==> config.mk <==
export PLATFORM = sky130hd
export DESIGN_NAME = calib_prescaler
export DESIGN_NICKNAME = d
export VERILOG_FILES = /design/src/rtl/calp_pkg.sv /design/src/rtl/calp_window.sv /design/src/rtl/calp_secdiv.sv /design/src/rtl/calp_ftdiv.sv /design/src/rtl/calib_prescaler.sv
export SDC_FILE = /design/constraint.sdc
export NUM_CORES = 1
export LEC_CHECK = 0
export BUFFER_PORTS_ARGS = -buffer_cell sky130_fd_sc_hd__buf_2
export CAP_MARGIN = 20
export CELL_PAD_IN_SITES_DETAIL_PLACEMENT = 1
export CELL_PAD_IN_SITES_GLOBAL_PLACEMENT = 1
export CORE_ASPECT_RATIO = 1.5
export CORE_UTILIZATION = 41
export DETAILED_ROUTE_END_ITERATION = 16
export PLACE_DENSITY_LB_ADDON = 0.1
export SYNTH_ARGS = -nofsm -noshare
export SYNTH_HDL_FRONTEND = slang
export SYNTH_SLANG_ARGS = --single-unit
==> constraint.sdc <==
create_clock -name clk -period 2.2 [get_ports clk]
set_input_delay 0 -clock clk [delete_from_list [all_inputs] [get_ports clk]]
set_output_delay 0 -clock clk [all_outputs]
set_load 0.05 [all_outputs]
==> src/rtl/calp_pkg.sv <==
package calp_pkg;
    timeunit 1ns;
    timeprecision 1ps;

    // Correction pending for the current or next second
    typedef enum logic [1:0] {
        ARM_NONE = 2'd0,
        ARM_FAST = 2'd1,
        ARM_SLOW = 2'd2
    } arm_e;
endpackage

==> src/rtl/calp_window.sv <==
module calp_window
    import calp_pkg::*;
#(
    parameter int CYC_BITS = 6
) (
    input  logic                clk,
    input  logic                rst_n,
    input  logic                minute_pulse,
    input  logic [CYC_BITS-1:0] cal_code,
    input  logic                applied,
    output arm_e                arm
);
    timeunit 1ns;
    timeprecision 1ps;

    localparam int MAG_W = CYC_BITS - 1;

    typedef struct packed {
        logic [CYC_BITS-1:0] minute;
        arm_e                arm;
    } win_s;

    win_s                s_d, s_q;
    logic [MAG_W-1:0]    mag;
    logic                sign_fast;
    logic [CYC_BITS-1:0] min_next;
    logic [CYC_BITS-1:0] limit;
    logic                in_win;

    always_comb begin
        mag       = cal_code[MAG_W-1:0];
        sign_fast = cal_code[MAG_W];
        min_next  = s_q.minute + 1'b1;
        limit     = {mag, 1'b0};
        in_win    = min_next < limit;
        s_d       = s_q;
        // A consumed correction disarms; a new boundary decision overrides it
        if (applied) begin
            s_d.arm = ARM_NONE;
        end
        if (minute_pulse) begin
            s_d.minute = min_next;
            s_d.arm    = in_win ? (sign_fast ? ARM_FAST : ARM_SLOW) : ARM_NONE;
        end
    end

    always_ff @(posedge clk or negedge rst_n) begin
        if (!rst_n) begin
            s_q.minute <= '0;
            s_q.arm    <= ARM_NONE;
        end else begin
            s_q <= s_d;
        end
    end

    assign arm = s_q.arm;
endmodule

==> src/rtl/calp_secdiv.sv <==
module calp_secdiv
    import calp_pkg::*;
#(
    parameter int LO_BITS  = 8,
    parameter int HI_COUNT = 128
) (
    input  logic clk,
    input  logic rst_n,
    input  logic step,
    input  arm_e arm,
    output logic applied,
    output logic tick
);
    timeunit 1ns;
    timeprecision 1ps;

    localparam int LO_N   = 1 << LO_BITS;
    localparam int LO_EXT = LO_N + LO_N / 2;
    localparam int LW     = LO_BITS + 1;
    localparam int HW     = $clog2(HI_COUNT);

    typedef struct packed {
        logic [LW-1:0] lo;
        logic [HW-1:0] hi;
        logic          tick;
    } div_s;

    div_s          s_d, s_q;
    logic          last_hi;
    logic          early;
    logic          stretch;
    logic [LW-1:0] lo_lim;
    logic          lo_end;
    logic          sec_end;
    logic          wrap;

    always_comb begin
        last_hi = s_q.hi == HW'(HI_COUNT - 1);
        // Faster: the second ends one low-stage period early
        early   = (arm == ARM_FAST) && (s_q.hi == HW'(HI_COUNT - 2));
        // Slower: the final low-stage period runs half a period longer
        stretch = (arm == ARM_SLOW) && last_hi;
        lo_lim  = stretch ? LW'(LO_EXT - 1) : LW'(LO_N - 1);
        lo_end  = s_q.lo >= lo_lim;
        sec_end = lo_end && (last_hi || early);
        wrap    = step && sec_end;
        applied = wrap && (early || stretch);

        s_d      = s_q;
        s_d.tick = wrap;
        if (step) begin
            if (lo_end) begin
                s_d.lo = '0;
                s_d.hi = sec_end ? '0 : s_q.hi + 1'b1;
            end else begin
                s_d.lo = s_q.lo + 1'b1;
            end
        end
    end

    always_ff @(posedge clk or negedge rst_n) begin
        if (!rst_n) begin
            s_q <= '0;
        end else begin
            s_q <= s_d;
        end
    end

    assign tick = s_q.tick;
endmodule

==> src/rtl/calp_ftdiv.sv <==
module calp_ftdiv #(
    parameter int LO_BITS = 8
) (
    input  logic clk,
    input  logic rst_n,
    input  logic step,
    output logic ft
);
    timeunit 1ns;
    timeprecision 1ps;

    localparam int FT_HALF = (1 << LO_BITS) / 8;
    localparam int FW      = (FT_HALF > 1) ? $clog2(FT_HALF) : 1;

    typedef struct packed {
        logic [FW-1:0] cnt;
        logic          ft;
    } ft_s;

    ft_s s_d, s_q;

    always_comb begin
        s_d = s_q;
        if (step) begin
            if (s_q.cnt == FW'(FT_HALF - 1)) begin
                s_d.cnt = '0;
                s_d.ft  = ~s_q.ft;
            end else begin
                s_d.cnt = s_q.cnt + 1'b1;
            end
        end
    end

    always_ff @(posedge clk or negedge rst_n) begin
        if (!rst_n) begin
            s_q <= '0;
        end else begin
            s_q <= s_d;
        end
    end

    assign ft = s_q.ft;
endmodule

==> src/rtl/calib_prescaler.sv <==
module calib_prescaler
    import calp_pkg::*;
#(
    parameter int LO_BITS  = 8,
    parameter int HI_COUNT = 128,
    parameter int CYC_BITS = 6
) (
    input  logic                clk,
    input  logic                rst_n,
    input  logic                osc_en,
    input  logic                stop,
    input  logic [CYC_BITS-1:0] cal_code,
    input  logic                minute_pulse,
    output logic                sec_tick,
    output logic                ft_out
);
    timeunit 1ns;
    timeprecision 1ps;

    logic step;
    logic applied;
    arm_e arm;

    assign step = osc_en && !stop;

    calp_window #(
        .CYC_BITS (CYC_BITS)
    ) u_window (
        .clk          (clk),
        .rst_n        (rst_n),
        .minute_pulse (minute_pulse),
        .cal_code     (cal_code),
        .applied      (applied),
        .arm          (arm)
    );

    calp_secdiv #(
        .LO_BITS  (LO_BITS),
        .HI_COUNT (HI_COUNT)
    ) u_secdiv (
        .clk     (clk),
        .rst_n   (rst_n),
        .step    (step),
        .arm     (arm),
        .applied (applied),
        .tick    (sec_tick)
    );

    calp_ftdiv #(
        .LO_BITS (LO_BITS)
    ) u_ftdiv (
        .clk   (clk),
        .rst_n (rst_n),
        .step  (step),
        .ft    (ft_out)
    );
endmodule

==> results of run 1 <==
[cell usage after synthesis]
cell type and instances:
dfrtp_1 31, nand2_1 23, nor2_1 15, ha_1 12
o21ai_0 12, inv_1 8, xor2_1 8, a21oi_1 7
nand3_1 7, xnor2_1 7, and3_1 5, nand4_1 4
nor2b_1 4, o21ai_1 4, clkbuf_1 3, a32o_1 2
and3b_1 2, nand2b_1 2, nor3_1 2, o31ai_1 2
or3_1 2, a21o_1 1, a41oi_1 1, and2_1 1
buf_2 1, buf_4 1, mux2_2 1, nand2b_4 1
nand4_2 1, o2111a_1 1, o21a_1 1, o31a_1 1
o31ai_2 1, or3_4 1
[layer usage]
layer | vias up | GRT usage [%] | share of wire [%]
li1 | 676 | - | -
met1 | 693 | 21.0 | 39
met2 | 18 | 38.0 | 57
met3 | 8 | 4.17 | 2.0
met4 | 0 | 10.3 | 2.1
met5 | - | 0 | 0
[cell usage in the layout (no fill, tap or decap), types with 2 or more instances in the layout]
cell            n
and3_1          4
xor2_1          8
o21ai_0         9
nand4_1         4
xnor2_1         7
dlygate4sd3_1   3
buf_2          12
nand3_1         6
a21oi_2         2
o21ai_2         3
a21oi_1         5
clkbuf_8        7
nor3_1          2
nor2b_1         4
nand2b_1        2
nand2_1        22
nor2_1         15
ha_1           10
inv_1           7
a32o_1          2
o21ai_1         3
dfrtp_1        31
or3_1           2
buf_4          20
o31ai_2         2
[registers in the layout, summed over array words and instances, names as in the netlist]
| register | flops |
|---|---|
| u_window.arm | 2 |
| u_ftdiv.ft | 1 |
| u_window.s_q | 6 |
| u_secdiv.s_q | 16 |
| u_secdiv.tick | 1 |
| u_ftdiv.s_q | 5 |
[power by group through the flow]
stage | Sequential [mW] | Combinational (mW) | Clock, mW
after global routing | 0.916 | 0.603 | 0.526
after floorplan | 0.868 | 0.371 | 0
final | 0.892 | 0.509 | 0.489
after CTS | 0.892 | 0.516 | 0.505
after global placement | 0.884 | 0.469 | 0
after detailed placement | 0.898 | 0.508 | 0
[cells by family (layout without fill, tap and decap cells)]
| group | Yosys count | count (layout) | share of synthesized area [%] |
|---|---|---|---|
| flops | 31 | 31 | 46.1 |
| simple gates | 70 | 70 | 21.1 |
| fa+ha+maj | 12 | 12 | 8.92 |
| compound gates | 33 | 33 | 12.3 |
| buf+inv | 13 | 52 | 3.19 |
| xor+xnor | 15 | 15 | 7.80 |
| mux | 1 | 1 | 0.669 |
[area by class of cell]
cell class                      instances  area (um^2)  share of cell area [%]
Timing Repair Buffer                   36          251                    11.7
Multi-Input combinational cell        131          928                    43.3
Inverter                                8         30.0                    1.40
Tap cell                               45         56.3                    2.63
Sequential cell                        31          776                    36.2
Clock buffer                            8          100                    4.67
[worst min-delay path: stages]
cell	delay [ps]
buf_2	80
nor2b_1	40
buf_4	160
nand2_1	70
nand2_1	40
[what timing repair did]
| action | 4_1_cts | 5_1_grt |
|---|---|---|
| pin swaps | 4 | 3 |
| setup buffers | 4 | 4 |
| hold buffers | 3 | 0 |
| gates resized for setup | 9 | 12 |
| setup endpoints to repair | 8 | 16 |
| hold endpoints to repair | 33 | 0 |
[worst min path at each step]
stage               startpoint          endpoint  slack (ps)  cells after the start
finish                    stop    u_ftdiv.s_q[5]         160                      5
global route              stop    u_ftdiv.s_q[5]         190                      5
CTS                       stop    u_ftdiv.s_q[5]         160                      5
detailed placement       rst_n  u_secdiv.s_q[12]          90                      1
global placement         rst_n  u_secdiv.s_q[14]          80                      1
floorplan                rst_n        u_ftdiv.ft        -300                      0
==> flow_summary.ini, run 1 <==
[route]
post_drt_wl_per_cell_um = 14.9
finalWirelength_um = 3860
vias = 1395
dr.pass1.iters = 4
route.detailed.drc = 0
ant_nets = 0
vias_per_cell = 5.39
drtIter0Drc = 9

[pwr]
power_density_nw_per_um2 = 883
switching_share_pct = 33.5
power_frac_clock_pct = 25.9
irDropWorstVdd_mv = 0.668
power_mw = 1.89
p_leak_nw = 1.05
p_comb_share_pct = 26.9
sequentialPowerShare_pct = 47.2
power.internal_mw = 1.26
p_switching_uw = 634

[worst_setup_path]
endpoint_kind = flop
r2r_setup_slack_ps = -20
critPathMaxStageDelay_ps = 360
cp_data_required_time_ps = 2370
arrival_ps = 2380
timing.rr.start = u_secdiv.s_q[4]
cp_top_family = simple AND/OR/NAND/NOR gates
path_cells = and3_4, and3_1, nand2_2, ha_1, nand3_2, o31a_1, buf_6, nand2b_4, o21ai_2, o31ai_2
slowest_stage = dfrtp_1
crit_cells = 10
startpoint = u_secdiv.s_q[4]
r2r-end = u_secdiv.s_q[6]
startpoint_type = flop
ff2ff_path_depth = 10
worstPathMaxFanout = 8
critPathCapture = u_secdiv.s_q[6]
worst-path-buf-inv = 1
worstSetupPathType = reg -> reg

[hold_path]
hp-class = in -> reg

[clocking]
cts.sinks = 31
root_buffer = clkbuf_8
cts_tree = done
cts.path.max_buffers = 2
clkTransAtPathRegs_ps = 60
htree_levels = 2
cts_buffers = 5
clock_latency_ps = 280

[global_route]
grt_first_pass_wirelength_um = 6530
antenna_found_initial = 0
grt_max_degree = 32
grt_usage_pct = 20.8
overflow = 0
grt_pass1_vias = 1521

[final_layout]
area_growth_pct = 27.2
nFillCells = 456
finish.net_count = 236
final_util_pct = 54.6
drive_gt1_share_pct = 28.5
diodes = 0
design_area_um2 = 2140
finalNonFillerCells = 259

[placement]
port_buffers = 12
dp_hpwl_um = 2840
dpl_cell_area_um2 = 1870
gp_congestion = 0.814
dpl.cell_count = 240
pre_cts_slack_ps = -134

[die]
die_h_um = 80.5
core-area_um2 = 3920
die_area_um2 = 4370
dieWidth_um = 54.3
start_util_pct = 42.9
ios = 13
rows = 28

[yosys]
syn_inst = 175
synth_area_per_cell_um2 = 9.62
ys_seq_elements = 31
yosysSeqAreaShare_pct = 46.1
netlist_area_um2 = 1680
ys_warn_count = 0
syn-num-nets = 198
synth.distinct_cells = 34
synth_area_leader_cell = dfrtp_1
synthTopCellsByArea = dfrtp_1 (46%), ha_1 (8.9%), nand2_1 (5.1%)
yosysTopAreaCellShare_pct = 46.1

[run_status]
status = finished, violations left
violations = negative setup slack

[timing]
setup_violations = 1
period_needed_ps = 2220
max_slew_margin_pct = 53.8
finalCritPeriodShare_pct = 101
hold_violations = 0
slew_violations = 0
fin_skew_ps = 5.37
finalSetupTns_ps = -15.9
rsz0062_at_grt = true
worst_pin_slew_ps = 694
maxClockFrequency_ghz = 0.451
whs_ps = 159
fin_ws_ps = -15.9

[job]
cap_violations = 0
Note: power is estimated with default switching activity, not from simulation.
==> run 2: changes to the inputs <==
Settings changed: CORE_MARGIN from default to 2.
Clock period 2.2 ns to 2 ns, I/O delays scaled along.
==> flow_summary.ini, run 2 (synthesis gave the netlist of run 1 again) <==
[placement]
pre_cts_slack_ps = -119
port_buffers = 12
gp_congestion = 0.784
dp_hpwl_um = 2650

[global_route]
overflow = 0
antenna_found_initial = 0
grt_max_degree = 32
grt_usage_pct = 18.0
grt_first_pass_wirelength_um = 6310
grt_pass1_vias = 1418

[final_layout]
area_growth_pct = 26.7
diodes = 0
largest_register_ffs = 16
biggestRegsByFlops = u_secdiv.s_q: 16 flops, u_window.s_q: 6 flops, u_ftdiv.s_q: 5 flops
drive_gt1_share_pct = 30.8
nFillCells = 467
finish.net_count = 230
largest-register = u_secdiv.s_q
layout_commonest_cell = dfrtp_1
final_cell_mix = dfrtp_1 (31), nand2_1 (20), buf_4 (14)

[pwr]
sequentialPowerShare_pct = 44.1
switching_share_pct = 33.3
irDropWorstVdd_mv = 0.662
p_leak_nw = 1.03
power_frac_clock_pct = 29.1
power_mw = 2.22
power.internal_mw = 1.48
power_density_nw_per_um2 = 1040
p_comb_share_pct = 26.7
p_switching_uw = 739

[clocking]
clock_latency_ps = 290
cts.path.max_buffers = 2
cts.sinks = 31
cts_buffers = 5
cts_tree = done
htree_levels = 2
clkTransAtPathRegs_ps = 70
root_buffer = clkbuf_8

[timing]
period_needed_ps = 2200
fin_ws_ps = -198
fin_skew_ps = 7.93
maxClockFrequency_ghz = 0.455
max_slew_margin_pct = 52.6
worst_pin_slew_ps = 711
setup_violations = 17
rsz0062_at_grt = true
finalCritPeriodShare_pct = 110
slew_violations = 0
hold_violations = 0

[die]
die_h_um = 82.5
ios = 13
start_util_pct = 42.5
core-area_um2 = 3960
dieWidth_um = 56.3
die_area_um2 = 4650
rows = 28

[hold_path]
hp-class = in -> reg

[route]
drtIter0Drc = 38
dr.pass1.iters = 4
ant_nets = 0
finalWirelength_um = 3890
post_drt_wl_per_cell_um = 15.4
vias_per_cell = 5.38
route.detailed.drc = 0
vias = 1360

[run_status]
violations = negative setup slack
status = finished, violations left

[worst_setup_path]
worstSetupPathType = reg -> reg
worstPathMaxFanout = 4
cp_data_required_time_ps = 2200
startpoint_type = flop
arrival_ps = 2400
endpoint_kind = flop

[job]
cap_violations = 0
## run 2: cell count changes in the layout (fill, tap and decap cells not counted), sizes merged
cell / delta
bufinv: +1
buf: -5
clkinv: +1
clkbuf: -2
dlygate4sd3: -1
## run 2: path summary, 6_finish.rpt
kind | start | depth (start not counted) | endpoint | slack [ps]
worst max-delay path | u_secdiv.s_q[2] | 9 | u_secdiv.s_q[5] | -200
worst min register to register | u_ftdiv.ft | 1 | u_ftdiv.ft | 470
min in group asynchronous | rst_n | 2 | u_secdiv.s_q[13] | 300
worst min-delay path | minute_pulse | 2 | u_window.s_q[2] | 20
max in group asynchronous | rst_n | 2 | u_window.s_q[6] | 1250
worst max register to register | u_secdiv.s_q[2] | 9 | u_secdiv.s_q[5] | -200
## run 2: routing by layer
layer	GRT usage, %	part of all wire [%]
met1	19.7	40
met2	33.9	56
met3	4.21	2.5
met4	6.43	1.3
met5	0	0
## run 2: area by class of cell
class | count | area (um^2) | area share, %
Clock inverter | 2 | 35.0 | 1.64
Clock buffer | 6 | 82.6 | 3.87
Sequential cell | 31 | 776 | 36.4
Tap cell | 45 | 56.3 | 2.64
Timing Repair Buffer | 30 | 208 | 9.74
Multi-Input combinational cell | 131 | 946 | 44.3
Inverter | 8 | 30.0 | 1.41
## run 2: timing repair
action | CTS | global route
buffers inserted | 2 | 2
endpoints found under the hold margin | 32 | 0
pin swaps | 6 | 9
hold buffers | 2 | 0
setup endpoints to repair | 17 | 19
gates resized for setup | 13 | 16
## run 2: power groups by stage
| stage | Sequential [mW] | Clock (mW) | Combinational [mW] |
|---|---|---|---|
| final | 0.980 | 0.646 | 0.594 |
| after global placement | 0.973 | 0 | 0.513 |
| after detailed placement | 0.987 | 0 | 0.553 |
| after floorplan | 0.955 | 0 | 0.408 |
| after CTS | 0.979 | 0.658 | 0.589 |
| after global routing | 1.01 | 0.681 | 0.689 |
## run 2: per-stage QoR
| step | TNS (ps) | util (%) | hold slack, ps | instances | area (um^2) |
|---|---|---|---|---|---|
| after floorplan | -204 | - | -296 | 175 | 1690 |
| after global placement | -495 | 47.6 | 71.8 | 241 | 1880 |
| after detailed placement | -1230 | 47.6 | 83.0 | 241 | 1880 |
| after CTS | -1580 | 52.5 | 8.17 | 253 | 2080 |
| after global routing | -3600 | 53.9 | 37.1 | 253 | 2130 |
| final | -2270 | 53.9 | 17.2 | 253 | 2130 |
## run 2: worst max-delay path, cell delays in order (launching register included)
cell	delay (ps)
dfrtp_1	390
ha_2	190
and3b_1	190
nand2_2	80
inv_2	50
ha_4	250
nand3_2	60
o31a_1	340
or3_4	380
o31ai_2	170
==> run 3: changes to the inputs <==
Settings changed: CELL_PAD_IN_SITES_DETAIL_PLACEMENT 1 to 0, CORE_UTILIZATION 41 to 35.
==> flow_summary.ini, run 3 (synthesis gave the netlist of run 1 again) <==
[worst_setup_path]
worstPathMaxFanout = 4
ff2ff_path_depth = 9
arrival_ps = 2340
r2r_setup_slack_ps = -150
path_cells = ha_2, and3b_1, nand2_1, inv_1, ha_1, nand3_1, o31a_1, or3_4, o31ai_2
startpoint_type = flop
worstSetupPathType = reg -> reg
endpoint_kind = flop
timing.rr.start = u_secdiv.s_q[2]
cp_top_family = simple AND/OR/NAND/NOR gates
slowest_stage = dfrtp_1
crit_cells = 9
cp_data_required_time_ps = 2190
critPathMaxStageDelay_ps = 390
r2r-end = u_secdiv.s_q[5]
worst-path-buf-inv = 1

[global_route]
grt_pass1_vias = 1344
overflow = 0
grt_max_degree = 32
antenna_found_initial = 0
grt_first_pass_wirelength_um = 5930
grt_usage_pct = 14.8

[clocking]
cts_buffers = 5
cts_tree = done
clkTransAtPathRegs_ps = 60
cts.path.max_buffers = 2
cts.sinks = 31
htree_levels = 2
clock_latency_ps = 280
root_buffer = clkbuf_8

[route]
finalWirelength_um = 3330
drtIter0Drc = 45
ant_nets = 0
vias_per_cell = 4.81
route.detailed.drc = 0
vias = 1308
post_drt_wl_per_cell_um = 12.2
dr.pass1.iters = 4

[die]
dieWidth_um = 60.6
core-area_um2 = 4580
die_area_um2 = 5390
start_util_pct = 36.8
rows = 30
ios = 13
die_h_um = 89.0

[pwr]
p_switching_uw = 683
sequentialPowerShare_pct = 45.1
p_comb_share_pct = 25.3
power.internal_mw = 1.47
power_density_nw_per_um2 = 1020
p_leak_nw = 1.03
switching_share_pct = 31.7
power_frac_clock_pct = 29.6
irDropWorstVdd_mv = 0.455
power_mw = 2.15

[timing]
hold_violations = 0
fin_ws_ps = -150
rsz0062_at_grt = true
period_needed_ps = 2150
maxClockFrequency_ghz = 0.465
finalSetupTns_ps = -850
setup_violations = 15
fin_skew_ps = 7.50
slew_violations = 0
finalCritPeriodShare_pct = 107
max_slew_margin_pct = 53.4
worst_pin_slew_ps = 700

[hold_path]
min_to = u_window.s_q[2]
hp-class = in -> reg
hold_path_depth = 2
hp-start = minute_pulse

[run_status]
violations = negative setup slack
status = finished, violations left

[final_layout]
diodes = 0
finalNonFillerCells = 272
drive_gt1_share_pct = 25.0
biggestRegsByFlops = u_secdiv.s_q: 16 flops, u_window.s_q: 6 flops, u_ftdiv.s_q: 5 flops
layout_commonest_cell = dfrtp_1
final_cell_mix = dfrtp_1 (31), nand2_1 (21), buf_4 (16)
largest_register_ffs = 16
finish.net_count = 230
largest-register = u_secdiv.s_q
area_growth_pct = 25.4

[placement]
dpl.cell_count = 260
dp_hpwl_um = 2450
gp_congestion = 0.696
port_buffers = 12

[job]
cap_violations = 0
run 3: worst reg2reg max path, cell delays in order (launching register included):
cell,delay [ps]
dfrtp_1,390
ha_2,190
and3b_1,170
nand2_1,90
inv_1,50
ha_1,260
nand3_1,70
o31a_1,290
or3_4,380
o31ai_2,180
run 3: how the worst max path moves through the flow:
stage	from	to	slack (ps)
2_1_floorplan	u_secdiv.s_q[2]	u_secdiv.s_q[5]	-80
3_3_place_gp	u_secdiv.s_q[6]	u_window.arm[1]	-150
3_5_place_dp	u_secdiv.s_q[6]	u_window.arm[0]	-220
4_1_cts	u_secdiv.s_q[2]	u_secdiv.s_q[5]	-160
5_1_grt	u_secdiv.s_q[2]	u_secdiv.s_q[5]	-260
6_report	u_secdiv.s_q[2]	u_secdiv.s_q[5]	-150
run 3: final cells by class:
class / count / area, um^2
Fill cell: 481 / 2470
Clock inverter: 2 / 35.0
Clock buffer: 6 / 82.6
Sequential cell: 31 / 776
Tap cell: 64 / 80.1
Multi-Input combinational cell: 131 / 908
Inverter: 8 / 30.0
Timing Repair Buffer: 30 / 200
run 3: power by group through the flow:
stage               clock [mW]  combinational, mW  sequential [mW]
floorplan                    0              0.408            0.955
global placement             0              0.528            0.972
detailed placement           0              0.543            0.975
CTS                      0.660              0.551            0.968
global route             0.685              0.656             1.00
finish                   0.638              0.545            0.970
run 3: routing by layer:
| layer | share of wire (%) | GRT usage (%) | vias up |
|---|---|---|---|
| li1 | - | - | 669 |
| met1 | 45 | 17.8 | 614 |
| met2 | 50 | 25.3 | 20 |
| met3 | 2.7 | 2.60 | 5 |
| met4 | 2.2 | 6.52 | 0 |
| met5 | 0 | 0 | - |
run 3: stage by stage:
step	util (%)	area (um^2)	setup WS (ps)	hold WS [ps]
after floorplan	-	1690	-78.3	-296
after global placement	41.7	1910	-155	88.8
after detailed placement	41.7	1910	-218	90.8
after CTS	45.4	2080	-156	6.41
after global routing	46.1	2110	-258	21.9
final	46.1	2110	-150	8.48
run 3: what timing repair did:
| action | 4_1_cts | 5_1_grt |
|---|---|---|
| pin swaps | 3 | 2 |
| endpoints found under the hold margin | 32 | 0 |
| setup endpoints to repair | 17 | 19 |
| hold buffers | 2 | 0 |
| setup buffers | 2 | 1 |
| resized for setup | 6 | 9 |
